### src/rtl/srs_pkg.sv
// Shared constants, phase encoding and the CRC byte step for the
// serial read sequencer. Assumes 8-bit bytes on every interface.
package srs_pkg;

    localparam logic [7:0] CMD_PAGE_CRC  = 8'hC3;
    localparam logic [7:0] CMD_FIELD_CRC = 8'hF0;
    localparam logic [7:0] CRC_POLY_REFL = 8'h8C;
    localparam logic [7:0] FILL_BYTE     = 8'hFF;

    typedef enum logic [3:0] {
        PH_IDLE,
        PH_ADDR_LO,
        PH_ADDR_HI,
        PH_HDR,
        PH_DATA,
        PH_PCRC,
        PH_FCRC,
        PH_FILL,
        PH_HALT
    } phase_t;

    // One byte through the reflected CRC, bit 0 of the data first.
    function automatic logic [7:0] crc8_step(input logic [7:0] crc_in,
                                             input logic [7:0] data);
        logic [7:0] c;
        logic       fb;
        c = crc_in;
        for (int i = 0; i < 8; i++) begin
            fb = c[0] ^ data[i];
            c  = (c >> 1) ^ (fb ? CRC_POLY_REFL : 8'h00);
        end
        return c;
    endfunction

endpackage

### src/rtl/srs_crc_acc.sv
// CRC accumulator. Holds the running CRC; on an update it folds one byte
// into either the held value or zero (seed). A clear forces zero.
// Assumes clear and update are never requested in the same cycle.
module srs_crc_acc
    import srs_pkg::*;
(
    input  logic       clk,
    input  logic       rst_n,
    input  logic       clr,
    input  logic       upd,
    input  logic       seed,
    input  logic [7:0] din,
    output logic [7:0] crc_q
);

    // Running CRC register.
    always_ff @(posedge clk) begin
        if (!rst_n || clr) begin
            crc_q <= 8'h00;
        end else if (upd) begin
            crc_q <= crc8_step(seed ? 8'h00 : crc_q, din);
        end
    end

    AST_CRC_SEED_FROM_ZERO: assert property (@(posedge clk) disable iff (!rst_n)
        (upd && seed && !clr) |=> (crc_q == crc8_step(8'h00, $past(din))));

endmodule

### src/rtl/srs_prefetch.sv
// Memory read prefetcher. Passes read requests to the memory port and
// captures the returned byte one cycle later into a holding register.
// nxt_byte is the most recently fetched byte, valid from the cycle after
// the request. Assumes a synchronous memory with exactly one cycle of latency.
module srs_prefetch #(
    parameter int MEM_AW = 7
) (
    input  logic              clk,
    input  logic              rst_n,
    input  logic              issue,
    input  logic [MEM_AW-1:0] issue_addr,
    input  logic [7:0]        mem_rdata,
    output logic              mem_rd_en,
    output logic [MEM_AW-1:0] mem_addr,
    output logic [7:0]        nxt_byte
);

    logic       rd_pend;
    logic [7:0] hold_q;

    // Request goes straight to the memory port.
    always_comb begin
        mem_rd_en = issue;
        mem_addr  = issue_addr;
    end

    // Track an outstanding read and keep its data once it returns.
    always_ff @(posedge clk) begin
        if (!rst_n) begin
            rd_pend <= 1'b0;
            hold_q  <= 8'h00;
        end else begin
            rd_pend <= issue;
            if (rd_pend) begin
                hold_q <= mem_rdata;
            end
        end
    end

    // Freshest fetched byte: the live memory output in the return cycle.
    always_comb begin
        nxt_byte = rd_pend ? mem_rdata : hold_q;
    end

    AST_PF_HOLD_STABLE: assert property (@(posedge clk) disable iff (!rst_n)
        (!rd_pend) |=> $stable(hold_q));

endmodule

### src/rtl/srs_stream_ctl.sv
// Read sequence controller. Decodes the command, captures the start
// address, and walks the output stream: header CRC, data bytes, page or
// field CRC, then FFh fill. It drives the CRC accumulator and the prefetcher.
// Assumes tx_byte is taken by the host only while tx_rdy is high, and that
// the next data byte is already held by the prefetcher when it is needed.
module srs_stream_ctl
    import srs_pkg::*;
#(
    parameter int MEM_AW  = 7,
    parameter int PAGE_AW = 5
) (
    input  logic              clk,
    input  logic              rst_n,
    input  logic              bus_rst,
    input  logic              dev_sel,
    input  logic              rx_valid,
    input  logic [7:0]        rx_byte,
    input  logic              tx_req,
    output logic              tx_rdy,
    output logic [7:0]        tx_byte,
    input  logic [7:0]        nxt_byte,
    input  logic [7:0]        crc_q,
    output logic              rd_issue,
    output logic [MEM_AW-1:0] rd_addr,
    output logic              crc_clr,
    output logic              crc_upd,
    output logic              crc_seed,
    output logic [7:0]        crc_din
);

    phase_t             phase;
    logic               page_mode;
    logic               beyond;
    logic [7:0]         addr_lo;
    logic [MEM_AW-1:0]  cur;
    logic [7:0]         dat_q;

    logic               accept;
    logic               at_page_end;
    logic               at_mem_end;
    logic [15:0]        start_full;
    logic               start_ok;
    logic               cmd_known;
    logic               go_data;
    logic [MEM_AW-1:0]  go_addr;

    // Output byte and ready, chosen by the phase.
    always_comb begin
        tx_rdy = 1'b0;
        tx_byte = 8'h00;
        case (phase)
            PH_HDR, PH_PCRC, PH_FCRC: begin
                tx_rdy = 1'b1;
                tx_byte = crc_q;
            end
            PH_DATA: begin
                tx_rdy = 1'b1;
                tx_byte = dat_q;
            end
            PH_FILL: begin
                tx_rdy = 1'b1;
                tx_byte = FILL_BYTE;
            end
            default: begin
                tx_rdy = 1'b0;
                tx_byte = 8'h00;
            end
        endcase
    end

    // Conditions derived from the current position and inputs.
    always_comb begin
        accept      = tx_rdy && tx_req && !bus_rst;
        at_page_end = &cur[PAGE_AW-1:0];
        at_mem_end  = &cur;
        start_full  = {rx_byte, addr_lo};
        start_ok    = (start_full >> MEM_AW) == 16'd0;
        cmd_known   = (rx_byte == CMD_PAGE_CRC) || (rx_byte == CMD_FIELD_CRC);
    end

    // Decide whether the byte taken now is followed by a data byte, and which.
    always_comb begin
        go_data = 1'b0;
        go_addr = cur;
        if (accept) begin
            case (phase)
                PH_HDR: begin
                    go_data = !beyond;
                    go_addr = cur;
                end
                PH_DATA: begin
                    go_data = page_mode ? !at_page_end : !at_mem_end;
                    go_addr = cur + 1'b1;
                end
                PH_PCRC: begin
                    go_data = !at_mem_end;
                    go_addr = cur + 1'b1;
                end
                default: begin
                    go_data = 1'b0;
                    go_addr = cur;
                end
            endcase
        end
    end

    // Prefetch request: the start byte, or the byte after the one presented.
    always_comb begin
        if (phase == PH_ADDR_HI) begin
            rd_issue = rx_valid && start_ok && !bus_rst;
            rd_addr  = start_full[MEM_AW-1:0];
        end else begin
            rd_issue = go_data && !(&go_addr);
            rd_addr  = go_addr + 1'b1;
        end
    end

    // CRC accumulator control for header bytes and streamed data.
    always_comb begin
        crc_clr  = 1'b0;
        crc_upd  = 1'b0;
        crc_seed = 1'b0;
        crc_din  = rx_byte;
        if (!bus_rst) begin
            case (phase)
                PH_IDLE: begin
                    crc_upd  = rx_valid && dev_sel && cmd_known;
                    crc_seed = 1'b1;
                end
                PH_ADDR_LO, PH_ADDR_HI: begin
                    crc_upd = rx_valid;
                end
                PH_HDR, PH_DATA, PH_PCRC: begin
                    crc_upd  = go_data;
                    crc_seed = (phase != PH_DATA);
                    crc_din  = nxt_byte;
                    crc_clr  = (phase == PH_HDR) && accept && beyond && !page_mode;
                end
                default: begin
                    crc_upd = 1'b0;
                end
            endcase
        end
    end

    // Phase register and stream position.
    always_ff @(posedge clk) begin
        if (!rst_n) begin
            phase     <= PH_IDLE;
            page_mode <= 1'b0;
            beyond    <= 1'b0;
            addr_lo   <= 8'h00;
            cur       <= '0;
            dat_q     <= 8'h00;
        end else if (bus_rst) begin
            phase <= PH_IDLE;
        end else begin
            case (phase)
                PH_IDLE: begin
                    if (rx_valid && dev_sel) begin
                        page_mode <= (rx_byte == CMD_PAGE_CRC);
                        phase     <= cmd_known ? PH_ADDR_LO : PH_HALT;
                    end
                end
                PH_ADDR_LO: begin
                    if (rx_valid) begin
                        addr_lo <= rx_byte;
                        phase   <= PH_ADDR_HI;
                    end
                end
                PH_ADDR_HI: begin
                    if (rx_valid) begin
                        cur    <= start_full[MEM_AW-1:0];
                        beyond <= !start_ok;
                        phase  <= PH_HDR;
                    end
                end
                PH_HDR: begin
                    if (go_data) begin
                        dat_q <= nxt_byte;
                        cur   <= go_addr;
                        phase <= PH_DATA;
                    end else if (accept) begin
                        phase <= page_mode ? PH_FILL : PH_FCRC;
                    end
                end
                PH_DATA: begin
                    if (go_data) begin
                        dat_q <= nxt_byte;
                        cur   <= go_addr;
                    end else if (accept) begin
                        phase <= page_mode ? PH_PCRC : PH_FCRC;
                    end
                end
                PH_PCRC: begin
                    if (go_data) begin
                        dat_q <= nxt_byte;
                        cur   <= go_addr;
                        phase <= PH_DATA;
                    end else if (accept) begin
                        phase <= PH_FILL;
                    end
                end
                PH_FCRC: begin
                    if (accept) begin
                        phase <= PH_FILL;
                    end
                end
                default: begin
                    phase <= phase;
                end
            endcase
        end
    end

    AST_BUS_RST_ABORTS: assert property (@(posedge clk) disable iff (!rst_n)
        bus_rst |=> !tx_rdy);

    AST_UNSELECTED_IGNORED: assert property (@(posedge clk) disable iff (!rst_n)
        (phase == PH_IDLE && !dev_sel) |=> (phase == PH_IDLE));

    AST_FILL_PERSISTS: assert property (@(posedge clk) disable iff (!rst_n)
        (phase == PH_FILL && !bus_rst) |=> (tx_rdy && tx_byte == FILL_BYTE));

    AST_PAGE_CRC_AT_BOUNDARY: assert property (@(posedge clk) disable iff (!rst_n)
        (phase == PH_PCRC) |-> (page_mode && (&cur[PAGE_AW-1:0])));

    AST_NO_BUBBLE: assert property (@(posedge clk) disable iff (!rst_n)
        (tx_rdy && !bus_rst) |=> tx_rdy);

    AST_HALT_STAYS: assert property (@(posedge clk) disable iff (!rst_n)
        (phase == PH_HALT && !bus_rst) |=> (phase == PH_HALT && !tx_rdy));

endmodule

### src/rtl/srs_read_seq.sv
// Top of the serial memory read sequencer. Connects the controller, the
// CRC accumulator and the memory prefetcher. Assumes a one-cycle-latency
// synchronous read memory of 2**MEM_AW bytes with pages of 2**PAGE_AW bytes.
module srs_read_seq #(
    parameter int MEM_AW  = 7,
    parameter int PAGE_AW = 5
) (
    input  logic              clk,
    input  logic              rst_n,
    input  logic              bus_rst,
    input  logic              dev_sel,
    input  logic              rx_valid,
    input  logic [7:0]        rx_byte,
    input  logic              tx_req,
    output logic              tx_rdy,
    output logic [7:0]        tx_byte,
    output logic              mem_rd_en,
    output logic [MEM_AW-1:0] mem_addr,
    input  logic [7:0]        mem_rdata
);

    logic              rd_issue;
    logic [MEM_AW-1:0] rd_addr;
    logic [7:0]        nxt_byte;
    logic [7:0]        crc_q;
    logic              crc_clr;
    logic              crc_upd;
    logic              crc_seed;
    logic [7:0]        crc_din;

    srs_stream_ctl #(
        .MEM_AW  (MEM_AW),
        .PAGE_AW (PAGE_AW)
    ) u_ctl (
        .clk      (clk),
        .rst_n    (rst_n),
        .bus_rst  (bus_rst),
        .dev_sel  (dev_sel),
        .rx_valid (rx_valid),
        .rx_byte  (rx_byte),
        .tx_req   (tx_req),
        .tx_rdy   (tx_rdy),
        .tx_byte  (tx_byte),
        .nxt_byte (nxt_byte),
        .crc_q    (crc_q),
        .rd_issue (rd_issue),
        .rd_addr  (rd_addr),
        .crc_clr  (crc_clr),
        .crc_upd  (crc_upd),
        .crc_seed (crc_seed),
        .crc_din  (crc_din)
    );

    srs_crc_acc u_crc (
        .clk   (clk),
        .rst_n (rst_n),
        .clr   (crc_clr),
        .upd   (crc_upd),
        .seed  (crc_seed),
        .din   (crc_din),
        .crc_q (crc_q)
    );

    srs_prefetch #(
        .MEM_AW (MEM_AW)
    ) u_pf (
        .clk        (clk),
        .rst_n      (rst_n),
        .issue      (rd_issue),
        .issue_addr (rd_addr),
        .mem_rdata  (mem_rdata),
        .mem_rd_en  (mem_rd_en),
        .mem_addr   (mem_addr),
        .nxt_byte   (nxt_byte)
    );

    AST_RESET_NOT_READY: assert property (@(posedge clk)
        (!rst_n) |=> !tx_rdy);

endmodule

### config.mk
export PLATFORM = sky130hd
export DESIGN_NAME = srs_read_seq
export DESIGN_NICKNAME = d
export VERILOG_FILES = /design/src/rtl/srs_pkg.sv /design/src/rtl/srs_crc_acc.sv /design/src/rtl/srs_prefetch.sv /design/src/rtl/srs_stream_ctl.sv /design/src/rtl/srs_read_seq.sv
export SDC_FILE = /design/constraint.sdc
export NUM_CORES = 1
export LEC_CHECK = 0
export ABC_AREA = 0
export BUFFER_PORTS_ARGS = -buffer_cell sky130_fd_sc_hd__buf_2
export CAP_MARGIN = 40
export CORE_MARGIN = 1.5
export CORE_UTILIZATION = 35
export DETAILED_ROUTE_END_ITERATION = 6
export HOLD_SLACK_MARGIN = 0.05
export SLEW_MARGIN = 25
export SYNTH_ARGS = -nofsm -noshare
export SYNTH_HDL_FRONTEND = slang
export SYNTH_HIERARCHICAL = 1
export SYNTH_SLANG_ARGS = --single-unit
export TNS_END_PERCENT = 100
### constraint.sdc
create_clock -name clk -period 6.9 [get_ports clk]
set_input_delay 0.69 -clock clk [delete_from_list [all_inputs] [get_ports clk]]
set_output_delay 0.69 -clock clk [all_outputs]
set_load 0.02 [all_outputs]
After elaboration in Yosys (flattened, before gate mapping)
Cells that the tools add are included.
- input bits: 22
- output and inout port bits: 17
- flip-flop bits (word level): 46
- logic and storage cells: 128
- reductions and logical operators: 39
- add/subtract/negate cells: 2
- bitwise logic cells: 18
- multiplexer cells: 43
- equality and inequality tests: 17
- operator list (operator ; count):
    $mux 8 ; 12
    $xor 7x8->8 ; 8
    $mux 4 ; 10
    $mux 7 ; 5
    $pmux 4 s7 ; 1
    $pmux 8 s3 ; 1
    $reduce_and 7->1 ; 3
    $eq 4x3->1 const B ; 4
    $eq 8x8->1 const B ; 2
    $logic_not 16->1 ; 1
    $add 7x1->7 const B ; 2
    $pmux 7 s2 ; 1
    $reduce_and 3->1 ; 4
    $logic_and 1x1->1 ; 10
    $mux 1 ; 9
    $eq 4x2->1 const B ; 2
    $logic_not 1->1 ; 8
    $xor 1x1->1 ; 8
    $reduce_bool 7->1 ; 1
    $ne 2x1->1 const B ; 3
    $ne 2x2->1 const B ; 3
    $pmux 1 s3 ; 2
    $reduce_or 2->1 ; 3
    $reduce_or 3->1 ; 2
    other kinds (12) ; 14

Longest topological paths before layout
- word-level depth: 29
- mapped depth: 12
- depth with buffers taken out: 10

Cells and area by module
Netlist, hierarchy kept.
- modules (own cells, without submodules) (module ; area each (µm²) ; times used ; seq. area each (µm²) ; cells an instance):
    srs_stream_ctl ; 2331.0 ; 1 ; 580.6 ; 323
    srs_crc_acc ; 570.5 ; 1 ; 160.2 ; 62
    srs_prefetch ; 430.4 ; 1 ; 180.2 ; 35

Least setup slack after synthesis
OpenSTA, ideal clock, no wires.
- path kind: input-to-output
- from: input port bus_rst
- to: output port mem_addr[6]
- arrival time: 2633 ps
- path buffers: 3
- setup slack: 3577 ps
- data required time: 6210 ps
- cell stages on the path: 11
- path through: clkbuf_1 > nand2b_1 > clkbuf_1 > nor2_1 > mux2_2 > ha_1 > o31ai_2 > a21oi_1 > xor2_1 > o21ai_1 > buf_4
- cells in the longest elaborated chain, start to end: 5
- ends and longest elaborated chain (what ; RTL line ; text):
    start: declaration ; srs_read_seq.sv:10 ; input logic bus_rst,
    $logic_not 1->1 ; srs_stream_ctl.sv:73 ; accept = tx_rdy && tx_req && !bus_rst;
    $logic_and 1x1->1 ; srs_stream_ctl.sv:73 ;
    $mux 7 ; srs_stream_ctl.sv:85 ; if (accept) begin
    $add 7x1->7 ; srs_stream_ctl.sv:114 ; rd_addr = go_addr + 1'b1;
    $mux 7 ; srs_stream_ctl.sv:109 ; if (phase == PH_ADDR_HI) begin
    end: declaration ; srs_read_seq.sv:18 ; output logic [MEM_AW-1:0] mem_addr,
Every way passes these cells.

Final worst setup path
- from: register u_ctl.phase[2]
- to: register u_crc.crc_q[7]
- elaborated cells between the ends (all ways): 48
- those cells by class: eq/ne (8); mux (17); bitwise (13); reduce/logical (10)
- RTL lines (what ; RTL line ; text):
    start: declaration ; srs_stream_ctl.sv:31 ; phase_t phase;
    start signal: assignment ; srs_stream_ctl.sv:162 ; phase <= cmd_known ? PH_ADDR_LO : PH_HALT;
    start signal: assignment ; srs_stream_ctl.sv:184 ; phase <= page_mode ? PH_FILL : PH_FCRC;
    start signal: assignment ; srs_stream_ctl.sv:192 ; phase <= page_mode ? PH_PCRC : PH_FCRC;
    $eq 4x3->1 or $eq 4x2->1 (tied branches) ; srs_stream_ctl.sv:125 ; case (phase)
    $reduce_or 3->1 (no source line) (*) ; -- ;
    $mux 8 (*) ; srs_stream_ctl.sv:125 ;
    $mux 8 (*) ; srs_stream_ctl.sv:124 ; if (!bus_rst) begin
    named net crc_din[1] ; srs_read_seq.sv:29 ; logic [7:0] crc_din;
    $xor 1x1->1 (*) ; srs_pkg.sv:29 ; fb = c[0] ^ data[i];
    $mux 8 (*) ; srs_pkg.sv:30 ; c = (c >> 1) ^ (fb ? CRC_POLY_REFL : 8'h00);
    $xor 7x8->8 (*) (3 in a row) ; srs_pkg.sv:30 ;
    $xor 1x1->1 (*) ; srs_pkg.sv:29 ;
    $mux 8 (*) ; srs_pkg.sv:30 ;
    $xor 7x8->8 (*) (3 in a row) ; srs_pkg.sv:30 ;
    $xor 1x1->1 (*) ; srs_pkg.sv:29 ;
    $mux 8 (*) ; srs_pkg.sv:30 ;
    $xor 7x8->8 (*) ; srs_pkg.sv:30 ;
    end signal: assignment ; srs_crc_acc.sv:21 ; crc_q <= crc8_step(seed ? 8'h00 : crc_q, din);
    end: declaration ; srs_crc_acc.sv:13 ; output logic [7:0] crc_q
The timed path passes the listed nets; every way through them passes the cells marked *.
A chain may end at the register's enable or synchronous reset.

==> impl_metrics.yaml <==
synthesis:
  synth-compound-area-share: 0.180
  synth_edf_count: 0
  ys_warn_count: 6
  ys.flop_type: "dfxtp_1"
  synth.avg_cell_area_um2: 7.93
  synth_fp_nets: 445
  synthSimpleGateAreaFrac: 0.238
  syn_inst: 420
  yosysUniqueCellTypes: 57
  synth_async_sr_flop_share: 0
  synthXorXnorAreaFrac: 0.0988
  synth_area_um2: 3330
  seq_area_frac_synth: 0.276
  muxShareOfSynthArea: 0.127
  synth_top_family_by_area: "simple AND/OR/NAND/NOR gates"
  synth-seq-cells: 46
  synth-adder-area-share: 0.0113
clocking:
  cts_resized: 0
  htree_levels: 2
  cts-hold-fix-buffers: 0
  insertion_delay_ns: 0.30
  cts.reportedPaths.clkPinSlew_ns: 0.10
  clock_path_buffers: 2
  cts_buffers: 5
  post_cts_buffers: 0
  cts_tree: "yes"
  cts.sinks: 46
  clockRootBuffer: "clkbuf_8"
timing:
  worstMarginPinSlew_ns: 0.804
  setup_viol: 0
  worst_slack_ns: 2.72
  fin_setup_tns_ns: 0
  relSlewSlack: 0.463
  min_period_ns: 4.18
  clock.fmax_mhz: 239
  rsz0062_at_grt: "false"
  finalClockSkew_ns: 0.0141
  min_period_over_period: 0.605
  maxSlewViolCount: 0
  finalHoldViolCount: 0
floorplanning:
  rows: 35
  core_um2: 9240
  die_area_um2: 10100
  start_util: 0.361
  die_h_um: 101
  io_pins: 39
  die_x_um: 101
grt:
  grt.overflow.total: 0
  grt.busiest_layer: "met2"
  grt_pass1_vias: 2862
  antenna_found_initial: 0
  grt_max_degree: 40
  track_usage: 0.176
  grtUsageMet3: 0.0361
  met2_usage: 0.282
  grt_pass1_wl_um: 14200
  met1_usage: 0.234
cells_and_area:
  diodes: 0
  drive_gt1_frac: 0.187
  nNetsFinal: 458
  final_cells: 563
  area_growth_pct: 10.5
  fin_util: 0.398
critical_path:
  cp-end-kind: "register"
  cp.required_ns: 7.11
  critPathMaxFanout: 17
  start_kind: "register"
  reg2reg_slack_ns: 2.72
  worstPathArrival_ns: 4.39
  r2r-start: "u_ctl/phase[2]"
  r2r-end: "u_crc/crc_q[7]"
  r2r_cells: 10
  crit_type: "reg -> reg"
run:
  drv_cap: 0
route:
  ant_nets: 0
  wl_um: 8660
  wire_per_inst_um: 15.4
  vias: 3003
  first_pass_iters: 7
  vias_per_cell: 5.33
  drc: 0
  drt-initial-drc-count: 193
power_and_ir_drop:
  ir_drop_mv: 0.116
  powerDensity_nw_per_um2: 152
  p_leak_nw: 1.36
outcome:
  outcome: "finished clean"
placed_design:
  io_buffers: 38
  hpwlAfterDp_um: 6450
  gp_congestion: 0.914
  dp_slack_ns: 2.78
  dp.cells: 553
worst_hold_path:
  hold_path_depth: 2
  hp-start: "u_ctl/addr_lo[7]"
  hold_end: "u_ctl/addr_lo[7]"
  hold_class: "reg -> reg"
[cell type report]
class	count	area, µm²
flip-flops and latches	46	921
clock inverters	3	68.8
clock buffers	5	68.8
repair buffers	44	230
fillers	962	5560
multi-input cells	325	2190
inverters	11	41.3
well taps	129	161
[stage by stage]
step	cell area, µm²	hold slack (ns)	power (W)
after global routing	3680	0.514	0.000584
after global placement	3530	0.464	0.000324
after CTS	3670	0.482	0.000569
after floorplan	3330	0.444	0.000308
final	3680	0.478	0.000561
after detailed placement	3530	0.468	0.000325
[Yosys cell counts (2+ instances only)]
cell / n / area share
inv_1: 11 / 0.012
a31oi_1: 5 / 0.0094
nand4_1: 5 / 0.0094
xnor2_1: 23 / 0.060
ha_1: 3 / 0.011
mux2_4: 8 / 0.036
o21ai_0: 13 / 0.020
nor4_1: 7 / 0.013
o22ai_1: 5 / 0.0094
buf_4: 8 / 0.018
nand3b_1: 3 / 0.0068
mux2_2: 11 / 0.037
nand3_1: 13 / 0.020
nor2b_1: 17 / 0.032
buf_2: 3 / 0.0045
nor2_1: 30 / 0.034
a211oi_1: 6 / 0.014
o21ai_1: 3 / 0.0045
nand2_1: 42 / 0.047
a21oi_1: 31 / 0.047
and2_1: 12 / 0.023
o31ai_1: 2 / 0.0045
o211ai_1: 2 / 0.0045
mux2i_1: 18 / 0.054
clkbuf_1: 24 / 0.027
o31ai_2: 2 / 0.0075
a21boi_0: 11 / 0.025
and3_1: 3 / 0.0056
and4_1: 2 / 0.0053
xor2_1: 10 / 0.026
o2111ai_1: 3 / 0.0079
dfxtp_1: 46 / 0.28
nor3_1: 9 / 0.014
a32o_1: 2 / 0.0060
nand2b_1: 5 / 0.0094
[kinds of logic after synthesis]
kind of cell / count (synthesis)
AO/OA/AOI/OAI: 93
XOR/XNOR: 35
adder cells (fa/ha/maj): 3
buffers and inverters: 49
flip-flops: 46
multiplexers: 37
AND/OR/NAND/NOR: 157
[critical path: stages, from the launching register on]
cell      delay, ns
dfxtp_1        0.64
inv_1          0.35
mux2i_1        0.21
and2_1         0.46
nor2b_1        0.67
mux2_2         0.44
xor2_1         0.22
xnor3_2        0.52
xnor2_2        0.17
xor2_1         0.15
a211oi_1       0.26
[layout by cell type, fill, tap and decap left out, types with 13 or more instances in the layout]
cell type and n:
nor2b_1 17, mux2i_1 18, nor2_1 30, nand2_1 42, buf_2 40, a21oi_1 31
dfxtp_1 46, nand3_1 13, o21ai_0 13, xnor2_1 23
[worst max-delay path by stage]
stage	from	to	slack, ns	cells after the start
5_1_grt	u_ctl/phase[2]	u_crc/crc_q[7]	2.45	10
2_1_floorplan	bus_rst	mem_addr[6]	3.58	11
4_1_cts	u_ctl/phase[2]	u_crc/crc_q[7]	2.73	10
6_report	u_ctl/phase[2]	u_crc/crc_q[7]	2.72	10
3_5_place_dp	u_ctl/phase[2]	u_crc/crc_q[7]	2.78	10
3_3_place_gp	u_ctl/phase[2]	u_crc/crc_q[7]	2.96	10
[registers in the layout, summed over array words and instances, names as in the netlist]
signal	flops
u_crc/crc_q	8
u_ctl/addr_lo	8
u_ctl/dat_q	8
u_pf/hold_q	8
u_ctl/cur	7
u_ctl/phase	4
u_ctl/beyond	1
u_ctl/page_mode	1
u_pf/rd_pend	1
[routing by layer]
layer  part of all wire  vias to the layer above
met5                  0                        -
li1                   -                     1491
met4              0.019                        0
met2               0.45                       81
met3              0.045                       13
met1               0.48                     1418
[report_power, final]
group / internal, W / switching [W] / total, W
logic: 0.0000229 / 0.0000289 / 0.0000518
clock network: 0.000145 / 0.0000971 / 0.000242
registers: 0.000266 / 0.00000158 / 0.000267
No activity file was read; power rests on OpenSTA's default activity.
